===== src/rtl/wrc_pkg.sv =====
package wrc_pkg;
    localparam int DWORD_W  = 32;
    localparam int LANES    = 4;
    localparam int WIDE_W   = DWORD_W * LANES;
    localparam int OFFS_W   = 13;               // 0x2000-byte page stride
    localparam logic [OFFS_W-1:0] PTR_A_OFS = 13'h830;
    localparam logic [OFFS_W-1:0] PTR_B_OFS = 13'hA10;
    localparam logic [OFFS_W-1:0] TMR_OFS   = 13'h420;

    typedef enum logic [1:0] {
        KIND_NARROW = 2'd0,
        KIND_WIDE   = 2'd1,
        KIND_PTR    = 2'd2
    } wr_kind_e;

    typedef struct packed {
        wr_kind_e   kind;
        logic [1:0] lane;
        logic       tmr_hit;
    } wr_class_t;

    function automatic wr_class_t classify(input logic [OFFS_W-1:0] ofs,
                                           input logic page_zero);
        wr_class_t c;
        c.lane    = ofs[3:2];
        c.tmr_hit = page_zero && (ofs == TMR_OFS);
        if (ofs[12:11] != 2'b01)
            c.kind = KIND_NARROW;
        else if (ofs[12:4] == PTR_A_OFS[12:4] || ofs[12:4] == PTR_B_OFS[12:4])
            c.kind = KIND_PTR;
        else
            c.kind = KIND_WIDE;
        return c;
    endfunction
endpackage


===== src/rtl/wrc_decode.sv =====
module wrc_decode
    import wrc_pkg::*;
#(
    parameter int ADDR_W = 15
) (
    input  logic [ADDR_W-1:0] addr,
    output wr_class_t         cls,
    output logic [ADDR_W-5:0] blk
);
    localparam int PAGE_W = ADDR_W - OFFS_W;

    logic [PAGE_W-1:0] page;

    always_comb begin
        page = addr[ADDR_W-1:OFFS_W];
        cls  = classify(addr[OFFS_W-1:0], page == '0);
        blk  = addr[ADDR_W-1:4];
    end
endmodule


===== src/rtl/wrc_narrow_port.sv =====
module wrc_narrow_port
    import wrc_pkg::*;
#(
    parameter int ADDR_W = 15
) (
    input  logic               clk,
    input  logic               rst,
    input  logic               req,
    input  logic [ADDR_W-1:0]  addr,
    input  logic [DWORD_W-1:0] data,
    output logic               out_valid,
    output logic [ADDR_W-1:0]  out_addr,
    output logic [DWORD_W-1:0] out_data
);
    always_ff @(posedge clk) begin
        if (rst) begin
            out_valid <= 1'b0;
            out_addr  <= '0;
            out_data  <= '0;
        end else begin
            out_valid <= req;
            if (req) begin
                out_addr <= addr;
                out_data <= data;
            end
        end
    end
endmodule


===== src/rtl/wrc_collector.sv =====
module wrc_collector
    import wrc_pkg::*;
#(
    parameter int BLK_W = 11
) (
    input  logic               clk,
    input  logic               rst,
    input  logic               req,
    input  logic               is_ptr,
    input  logic [BLK_W-1:0]   blk,
    input  logic [1:0]         lane,
    input  logic [DWORD_W-1:0] wdata,
    input  logic               flush,
    output logic               cmt_valid,
    output logic [BLK_W-1:0]   cmt_blk,
    output logic [WIDE_W-1:0]  cmt_data,
    output logic [LANES-1:0]   held_mask,
    output logic [BLK_W-1:0]   held_blk
);
    logic [LANES-1:0][DWORD_W-1:0] buf_q;
    logic [LANES-1:0][DWORD_W-1:0] merged;
    logic [LANES-1:0]              lane_bit;
    logic [LANES-1:0]              next_mask;
    logic                          empty;
    logic                          owns;
    logic                          same_owner;
    logic                          full;
    logic                          ptr_top;

    for (genvar g = 0; g < LANES; g++) begin : g_merge
        assign merged[g] = (lane == g[1:0]) ? wdata : buf_q[g];
    end

    always_comb begin
        empty      = (held_mask == '0);
        same_owner = !empty && (held_blk == blk);
        owns       = empty || same_owner;
        lane_bit   = LANES'(1) << lane;
        next_mask  = held_mask | lane_bit;
        full       = owns && (next_mask == '1);
        ptr_top    = is_ptr && (lane == 2'd3);
    end

    always_ff @(posedge clk) begin
        if (rst) begin
            buf_q     <= '0;
            held_mask <= '0;
            held_blk  <= '0;
            cmt_valid <= 1'b0;
            cmt_blk   <= '0;
            cmt_data  <= '0;
        end else begin
            cmt_valid <= 1'b0;
            if (flush) begin
                held_mask <= '0;
                held_blk  <= '0;
            end else if (req) begin
                if (ptr_top) begin
                    cmt_valid <= 1'b1;
                    cmt_blk   <= blk;
                    cmt_data  <= full ? merged : {wdata, {(WIDE_W-DWORD_W){1'b0}}};
                    if (same_owner)
                        held_mask <= '0;
                end else if (owns) begin
                    buf_q[lane] <= wdata;
                    held_blk    <= blk;
                    if (full) begin
                        cmt_valid <= 1'b1;
                        cmt_blk   <= blk;
                        cmt_data  <= merged;
                        held_mask <= '0;
                    end else begin
                        held_mask <= next_mask;
                    end
                end
            end
        end
    end
endmodule


===== src/rtl/wide_reg_collector.sv =====
module wide_reg_collector
    import wrc_pkg::*;
#(
    parameter int PAGE_W = 2,
    localparam int ADDR_W = OFFS_W + PAGE_W
) (
    input  logic                 clk,
    input  logic                 rst,
    input  logic                 wr_valid,
    output logic                 wr_ready,
    input  logic [ADDR_W-1:0]    wr_addr,
    input  logic [31:0]          wr_data,
    output logic                 commit_valid,
    output logic [ADDR_W-1:0]    commit_addr,
    output logic [127:0]         commit_data,
    output logic                 narrow_valid,
    output logic [ADDR_W-1:0]    narrow_addr,
    output logic [31:0]          narrow_data
);
    localparam int BLK_W = ADDR_W - 4;

    wr_class_t        cls;
    logic [BLK_W-1:0] blk;
    logic [BLK_W-1:0] cmt_blk;
    logic [LANES-1:0] coll_mask;
    logic [BLK_W-1:0] coll_blk;
    logic             narrow_req;
    logic             wide_req;
    logic             tmr_flush;

    assign wr_ready    = 1'b1;
    assign narrow_req  = wr_valid && (cls.kind == KIND_NARROW);
    assign wide_req    = wr_valid && (cls.kind != KIND_NARROW);
    assign tmr_flush   = narrow_req && cls.tmr_hit;
    assign commit_addr = {cmt_blk, 4'b0000};

    wrc_decode #(.ADDR_W(ADDR_W)) u_decode (
        .addr (wr_addr),
        .cls  (cls),
        .blk  (blk)
    );

    wrc_collector #(.BLK_W(BLK_W)) u_coll (
        .clk       (clk),
        .rst       (rst),
        .req       (wide_req),
        .is_ptr    (cls.kind == KIND_PTR),
        .blk       (blk),
        .lane      (cls.lane),
        .wdata     (wr_data),
        .flush     (tmr_flush),
        .cmt_valid (commit_valid),
        .cmt_blk   (cmt_blk),
        .cmt_data  (commit_data),
        .held_mask (coll_mask),
        .held_blk  (coll_blk)
    );

    wrc_narrow_port #(.ADDR_W(ADDR_W)) u_narrow (
        .clk       (clk),
        .rst       (rst),
        .req       (narrow_req),
        .addr      (wr_addr),
        .data      (wr_data),
        .out_valid (narrow_valid),
        .out_addr  (narrow_addr),
        .out_data  (narrow_data)
    );
endmodule


===== config.mk =====
export PLATFORM = sky130hd
export DESIGN_NAME = wide_reg_collector
export DESIGN_NICKNAME = d
export VERILOG_FILES = /design/src/rtl/wrc_pkg.sv /design/src/rtl/wrc_decode.sv /design/src/rtl/wrc_narrow_port.sv /design/src/rtl/wrc_collector.sv /design/src/rtl/wide_reg_collector.sv
export SDC_FILE = /design/constraint.sdc
export NUM_CORES = 1
export LEC_CHECK = 0
export CAP_MARGIN = 20
export CORE_MARGIN = 2
export CORE_UTILIZATION = 53
export CTS_CLUSTER_DIAMETER = 30
export CTS_CLUSTER_SIZE = 20
export DETAILED_ROUTE_END_ITERATION = 16
export PLACE_DENSITY = 0.8
export SETUP_SLACK_MARGIN = 0.5
export SLEW_MARGIN = 20
export SYNTH_ARGS = -nofsm -noshare
export SYNTH_HDL_FRONTEND = slang
export SYNTH_SLANG_ARGS = --single-unit

===== constraint.sdc =====
create_clock -name clk -period 2.35 [get_ports clk]
set_input_delay 0.235 -clock clk [delete_from_list [all_inputs] [get_ports clk]]
set_output_delay 0.235 -clock clk [all_outputs]
set_load 0.1 [all_outputs]

Word level (Yosys, flattened, before mapping). Cells that the tools add are included.

Register bits: 331. Output and inout port bits: 193. Input port bits: 50.

Eq/ne operators: 11. Bitwise gates (word level): 4. Multiplexer cells: 23. $lt $le $gt $ge: 2. Shift-type cells: 1. Reduce and logical (&&, ||, !) cells: 24.

Operators by type and width (number): two-way mux 128 bit (4); two-way mux 32 bit (5); bitwise mux 128 bit (1); demux 32 bit (select 2 bit) (1); two-way mux 11 bit (3); equality test 9 x 8 -> 1 bit, second input constant (2); two-way mux 4 bit (4); equality test 13 x 11 -> 1 bit, second input constant (1); equality test 11 bit (1); logical AND 1 bit (8); AND reduction 4 bit (2); equality test 2 bit, second input constant (3); zero test 2 bit (3); AND reduction 3 bit (2); nonzero test 2 bit (3); equality test 4 bit, second input constant (1); zero test 4 bit (1); two-way mux 2 bit (2); != test 2 x 1 -> 1 bit, second input constant (2); bitwise OR 4 bit (1); left shift 1 x 2 -> 4 bit, first input constant (1); less-than comparator 2 x 3 -> 1 bit, second input constant (1); two-way mux 1 bit (3); inverter 1 bit (3); other kinds (6) (7).

Depth between registers and ports, before layout.
Depth in word-level cells: 9. Mapped depth: 9. Mapped depth without buffers: 5.

Cells and area by module. A second synthesis with hierarchy kept.

Cells, all modules: 1430. Area, all modules: 14267.4 um^2.

Modules (own cells, without submodules): wrc_collector (seq. area each 5665.4 um^2, cells an instance 1242, area an instance 12279.3 um^2, instances 1); wrc_narrow_port (seq. area each 960.9 um^2, cells an instance 154, area an instance 1721.7 um^2, instances 1); wrc_decode (seq. area each 0.0 um^2, cells an instance 23, area an instance 185.2 um^2, instances 1); wide_reg_collector (seq. area each 0.0 um^2, cells an instance 11, area an instance 81.3 um^2, instances 1).

Worst setup path before layout. Ideal clock, no wire load.

Kind: input to register. Start: input wr_addr[6]. End: register u_coll.cmt_data[100]. Setup slack: 0.286 ns. Stages: 7. Data arrival time: 1.943 ns. Required time: 2.229 ns. Path buffers: 2. Cells stage by stage: or3_4 > or4_1 > buf_2 > nand2_2 > o221ai_2 > buf_6 > mux2_4.

Word-level cells in the longest chain between the ends: 9. Elaborated cells between the ends (all ways): 24. Those cells by class: eq/ne: 5; mux: 4; bitwise: 1; reduce/logical: 14.

Ends and longest elaborated chain: start: declaration (RTL line wide_reg_collector.sv:11) `input logic [ADDR_W-1:0] wr_addr,`; parallel branches: the longest is 9 deep, another holds equality test 9 x 8 -> 1 bit; end signal: assignment (RTL line wrc_collector.sv:61) `cmt_data <= full ? merged : {wdata, {(WIDE_W-DWORD_W){1'b0}}};`; end signal: assignment (RTL line wrc_collector.sv:70) `cmt_data <= merged;`; end: declaration (RTL line wrc_collector.sv:16) `output logic [WIDE_W-1:0] cmt_data,`.

Parallel ways; which one is timed is not known. A chain may end at the register's enable or synchronous reset.

Worst setup path after layout.
Start: register u_coll.held_blk[3]. End: register u_coll.cmt_data[33].

Word-level cells in the longest chain between the ends: 6. Elaborated cells between the ends (all ways): 9. Those cells by class: eq/ne: 1; mux: 2; reduce/logical: 6.

Ends and longest elaborated chain: start: declaration (RTL line wrc_collector.sv:18) `output logic [BLK_W-1:0] held_blk`; start signal: assignment (RTL line wrc_collector.sv:66) `held_blk <= blk;`; equality test 11 bit * (RTL line wrc_collector.sv:36) `same_owner = !empty && (held_blk == blk);`; logical AND 1 bit * (RTL line wrc_collector.sv:36); logical OR 1 bit * (RTL line wrc_collector.sv:37) `owns = empty || same_owner;`; logical AND 1 bit (RTL line wrc_collector.sv:40) `full = owns && (next_mask == '1);`; nonzero test 2 bit (no line) or two-way mux 128 bit (tied branches); AND reduction 4 bit (no line) or two-way mux 128 bit (tied branches).

Mark *: on every way between the ends. The rest lies on a longest branch, timed or not.

==> reports/qor.csv <==
stage,metric,value,unit
run_status,outcome,finished clean,
finish,multi_input_area,7440,um^2
die,die_h,163,um
place,dpl.hpwl,24.7,mm
timing,fin_ws,229,ps
worst_hold_path,hp-class,primary input to flip-flop,
worst_hold_path,whs_path_depth,3,
power_and_ir_drop,swShare,0.248,
logic_synthesis,synth-seq-area-share,0.492,
grt,track_usage,0.309,
worst_setup_path,reg2reg_depth,10,
clocking,clock_latency,590,ps
finish,fin_util,0.801,
grt,grt_pass1_vias,11800,
grt,grt_max_degree,76,
logic_synthesis,synth_ff_type,dfxtp_1,
timing,finalHoldViolCount,0,
clocking,cts_buffers,60,
logic_synthesis,ys_async_sr_fraction,0,
place,post-place-ws,-237,ps
clocking,clockRootBuffer,clkbuf_16,
place,place_area,16100,um^2
logic_synthesis,syn_area,13500,um^2
worst_hold_path,hold_start,wr_addr[2],
clocking,htree_levels,2,
timing,fmax,472,MHz
power_and_ir_drop,p_per_area,831,nW/um^2
drt,drtIter0Drc,1160,
finish,final_cell_mix,"dfxtp_1, nand2_1, buf_4",
timing,tightest_slew,875,ps
drt,num_vias,12400,
worst_setup_path,critPathRequiredTime,2850,ps
finish,drive_above_1_share,0.337,
drt,ant_nets,0,
finish,num-nets-final,1724,
clocking,cts_tree,built,
drt,wl_per_cell,23.6,um
worst_setup_path,worstReg2RegEnd,u_coll.cmt_data[33]$_SDFFE_PP0P_,
drt,route.detailed.drc,0,
clocking,numClockSinks,331,
clocking,clkTransAtPathRegs,50,ps
finish,fillers,1452,
logic_synthesis,synthDistinctLibCells,51,
timing,skew,29.0,ps
power_and_ir_drop,power.switching,4.14,mW
worst_setup_path,crit_fanout,20,
power_and_ir_drop,max-vdd-ir-drop,0.595,mV
clocking,postCtsHoldBufs,0,
worst_setup_path,crit_arrival,2620,ps
drt,drtPass1Iterations,8,
power_and_ir_drop,internal_power,12.6,mW
die,die_w,163,um
die,initial_core_util,0.537,
die,ios,243,
die,rows,58,
logic_synthesis,yosysWarningCount,0,
worst_setup_path,rr_startpoint,u_coll.held_blk[3]$_SDFFE_PP0P_,
place,placed_cells,1898,
finish,stdcell_count,2056,
finish,final_common_cell,dfxtp_1,
die,dieArea,26700,um^2
timing,slew_headroom,0.417,
place,io_buffers,237,
timing,rsz0062_at_grt,yes,
timing,fin_hold_ws,36.2,ps
power_and_ir_drop,power_frac_comb,0.091,
drt,post_drt_via_cell_ratio,6.01,
power_and_ir_drop,cellLeakagePower,9.13,nW
timing,setup_violations,0,
worst_setup_path,start_kind,flip-flop,
logic_synthesis,synth_area_per_cell,9.84,um^2
worst_hold_path,min_to,u_narrow.out_addr[2]$_SDFFE_PP0P_,
timing,fin_crit,2120,ps
grt,grt_pass1_wl,65.3,mm
logic_synthesis,synth_edf_count,0,
logic_synthesis,synthesis.instances,1370,
worst_setup_path,r2r_slack,230,ps
die,core,25100,um^2
timing,maxSlewViolCount,0,
power_and_ir_drop,pwr-share-seq,0.345,
power_and_ir_drop,p_total,16.7,mW
timing,tns,0,ps
timing,post-route-period-util,0.902,
worst_setup_path,path_class,flip-flop to flip-flop,
worst_setup_path,worstSetupEndpointType,flip-flop,
grt,antenna_found_initial,2,
drt,drt-total-wl,48.4,mm
finish,seq_area,6640,um^2
clocking,ctsLongestPathBuffers,3,
finish,final_area,20100,um^2
place,gp_routability_congestion,0.860,
flow_run,maxCapViolations,0,
power_and_ir_drop,clock_power_share,0.564,
finish,area_delta_synth_final,49.2,%
logic_synthesis,synth_seq_cells,331,
grt,overflow,0,
-- area by class of cell --
| cell class | count | share of cell area |
|---|---|---|
| tap | 330 | 0.0205 |
| sequential | 331 | 0.330 |
| clock buffer | 77 | 0.0844 |
| inverter | 5 | 0.00118 |
| clock inverter | 35 | 0.0259 |
| antenna | 2 | 0.000249 |
| timing repair buffer | 349 | 0.168 |
| multi-input combinational | 927 | 0.370 |
-- metal layers --
| layer | track usage | wire, um |
|---|---|---|
| met1 | 0.391 | 19000 |
| met2 | 0.500 | 22600 |
| met3 | 0.0675 | 4290 |
| met4 | 0.153 | 2610 |
| met5 | 0 | 0 |
-- critical path: stages, from the launching register on --
cell	delay, ps
dfxtp_2	330
xnor2_2	140
nand4_1	160
buf_4	140
nor3_2	30
buf_4	150
buf_12	120
o41ai_4	310
buf_12	270
clkbuf_16	260
o2bb2ai_1	130
-- state kept, by name (all words and copies together) (netlist names) --
signal              flops
u_coll.buf_q          128
u_coll.cmt_data       128
u_narrow.out_data      32
u_narrow.out_addr      15
u_coll.cmt_blk         11
u_coll.held_blk        11
u_coll.held_mask        4
u_coll.cmt_valid        1
u_narrow.out_valid      1
-- power groups by stage --
stage / sequential (mW) / combinational (mW) / clock [mW]
4_1_cts: 5.75 / 1.36 / 9.39
5_1_grt: 5.76 / 1.57 / 9.73
2_1_floorplan: 6.18 / 0.540 / 0
3_5_place_dp: 5.86 / 1.30 / 0
6_report: 5.76 / 1.52 / 9.43
3_3_place_gp: 5.86 / 1.29 / 0
-- cells in the mapped netlist (5+ instances only) --
library cell  count  share of area
o21ai_0           8         0.0030
buf_6             5         0.0042
mux2i_1         233           0.17
nor3_1            5         0.0019
nand3_1          42          0.016
buf_1            11         0.0031
nand2_1         309          0.086
buf_4             7         0.0039
dfxtp_1         331           0.49
nor2_1           10         0.0028
o2bb2ai_1        97          0.063
clkbuf_1         67          0.019
buf_2            17         0.0063
mux2_4           31          0.035
nor2b_1          32          0.015
a21oi_1          92          0.034
xnor2_1          12         0.0078
o211ai_1          5         0.0028
-- cells by family (layout without fill, tap and decap cells) --
logic type / count (synthesis) / count (layout) / synth area share
AO/OA/AOI/OAI: 220 / 220 / 0.114
XOR/XNOR: 12 / 12 / 0.00780
buffers and inverters: 115 / 466 / 0.0408
flip-flops: 331 / 331 / 0.492
multiplexers: 265 / 265 / 0.208
other: 2 / 7 / 0.000557
AND/OR/NAND/NOR: 425 / 425 / 0.136
-- worst max-delay path by stage --
stage / from / end / slack [ps]
2_1_floorplan: wr_addr[6] / u_coll.cmt_data[100]$_SDFFE_PP0P_ / 310
3_3_place_gp: wr_addr[5] / u_coll.cmt_data[23]$_SDFFE_PP0P_ / -280
3_5_place_dp: wr_addr[5] / u_coll.cmt_data[17]$_SDFFE_PP0P_ / -240
4_1_cts: u_coll.held_blk[3]$_SDFFE_PP0P_ / u_coll.cmt_data[123]$_SDFFE_PP0P_ / 420
5_1_grt: u_coll.held_blk[10]$_SDFFE_PP0P_ / u_coll.cmt_data[36]$_SDFFE_PP0P_ / 180
6_report: u_coll.held_blk[3]$_SDFFE_PP0P_ / u_coll.cmt_data[33]$_SDFFE_PP0P_ / 230
-- what timing repair did --
item / CTS / global route
setup endpoints to repair: 198 / 270
pin swaps: 10 / 76
resized for setup: 48 / 144
buffers inserted: 16 / 7
gates cloned: 8 / 13
(Power assumes the default switching activity.)
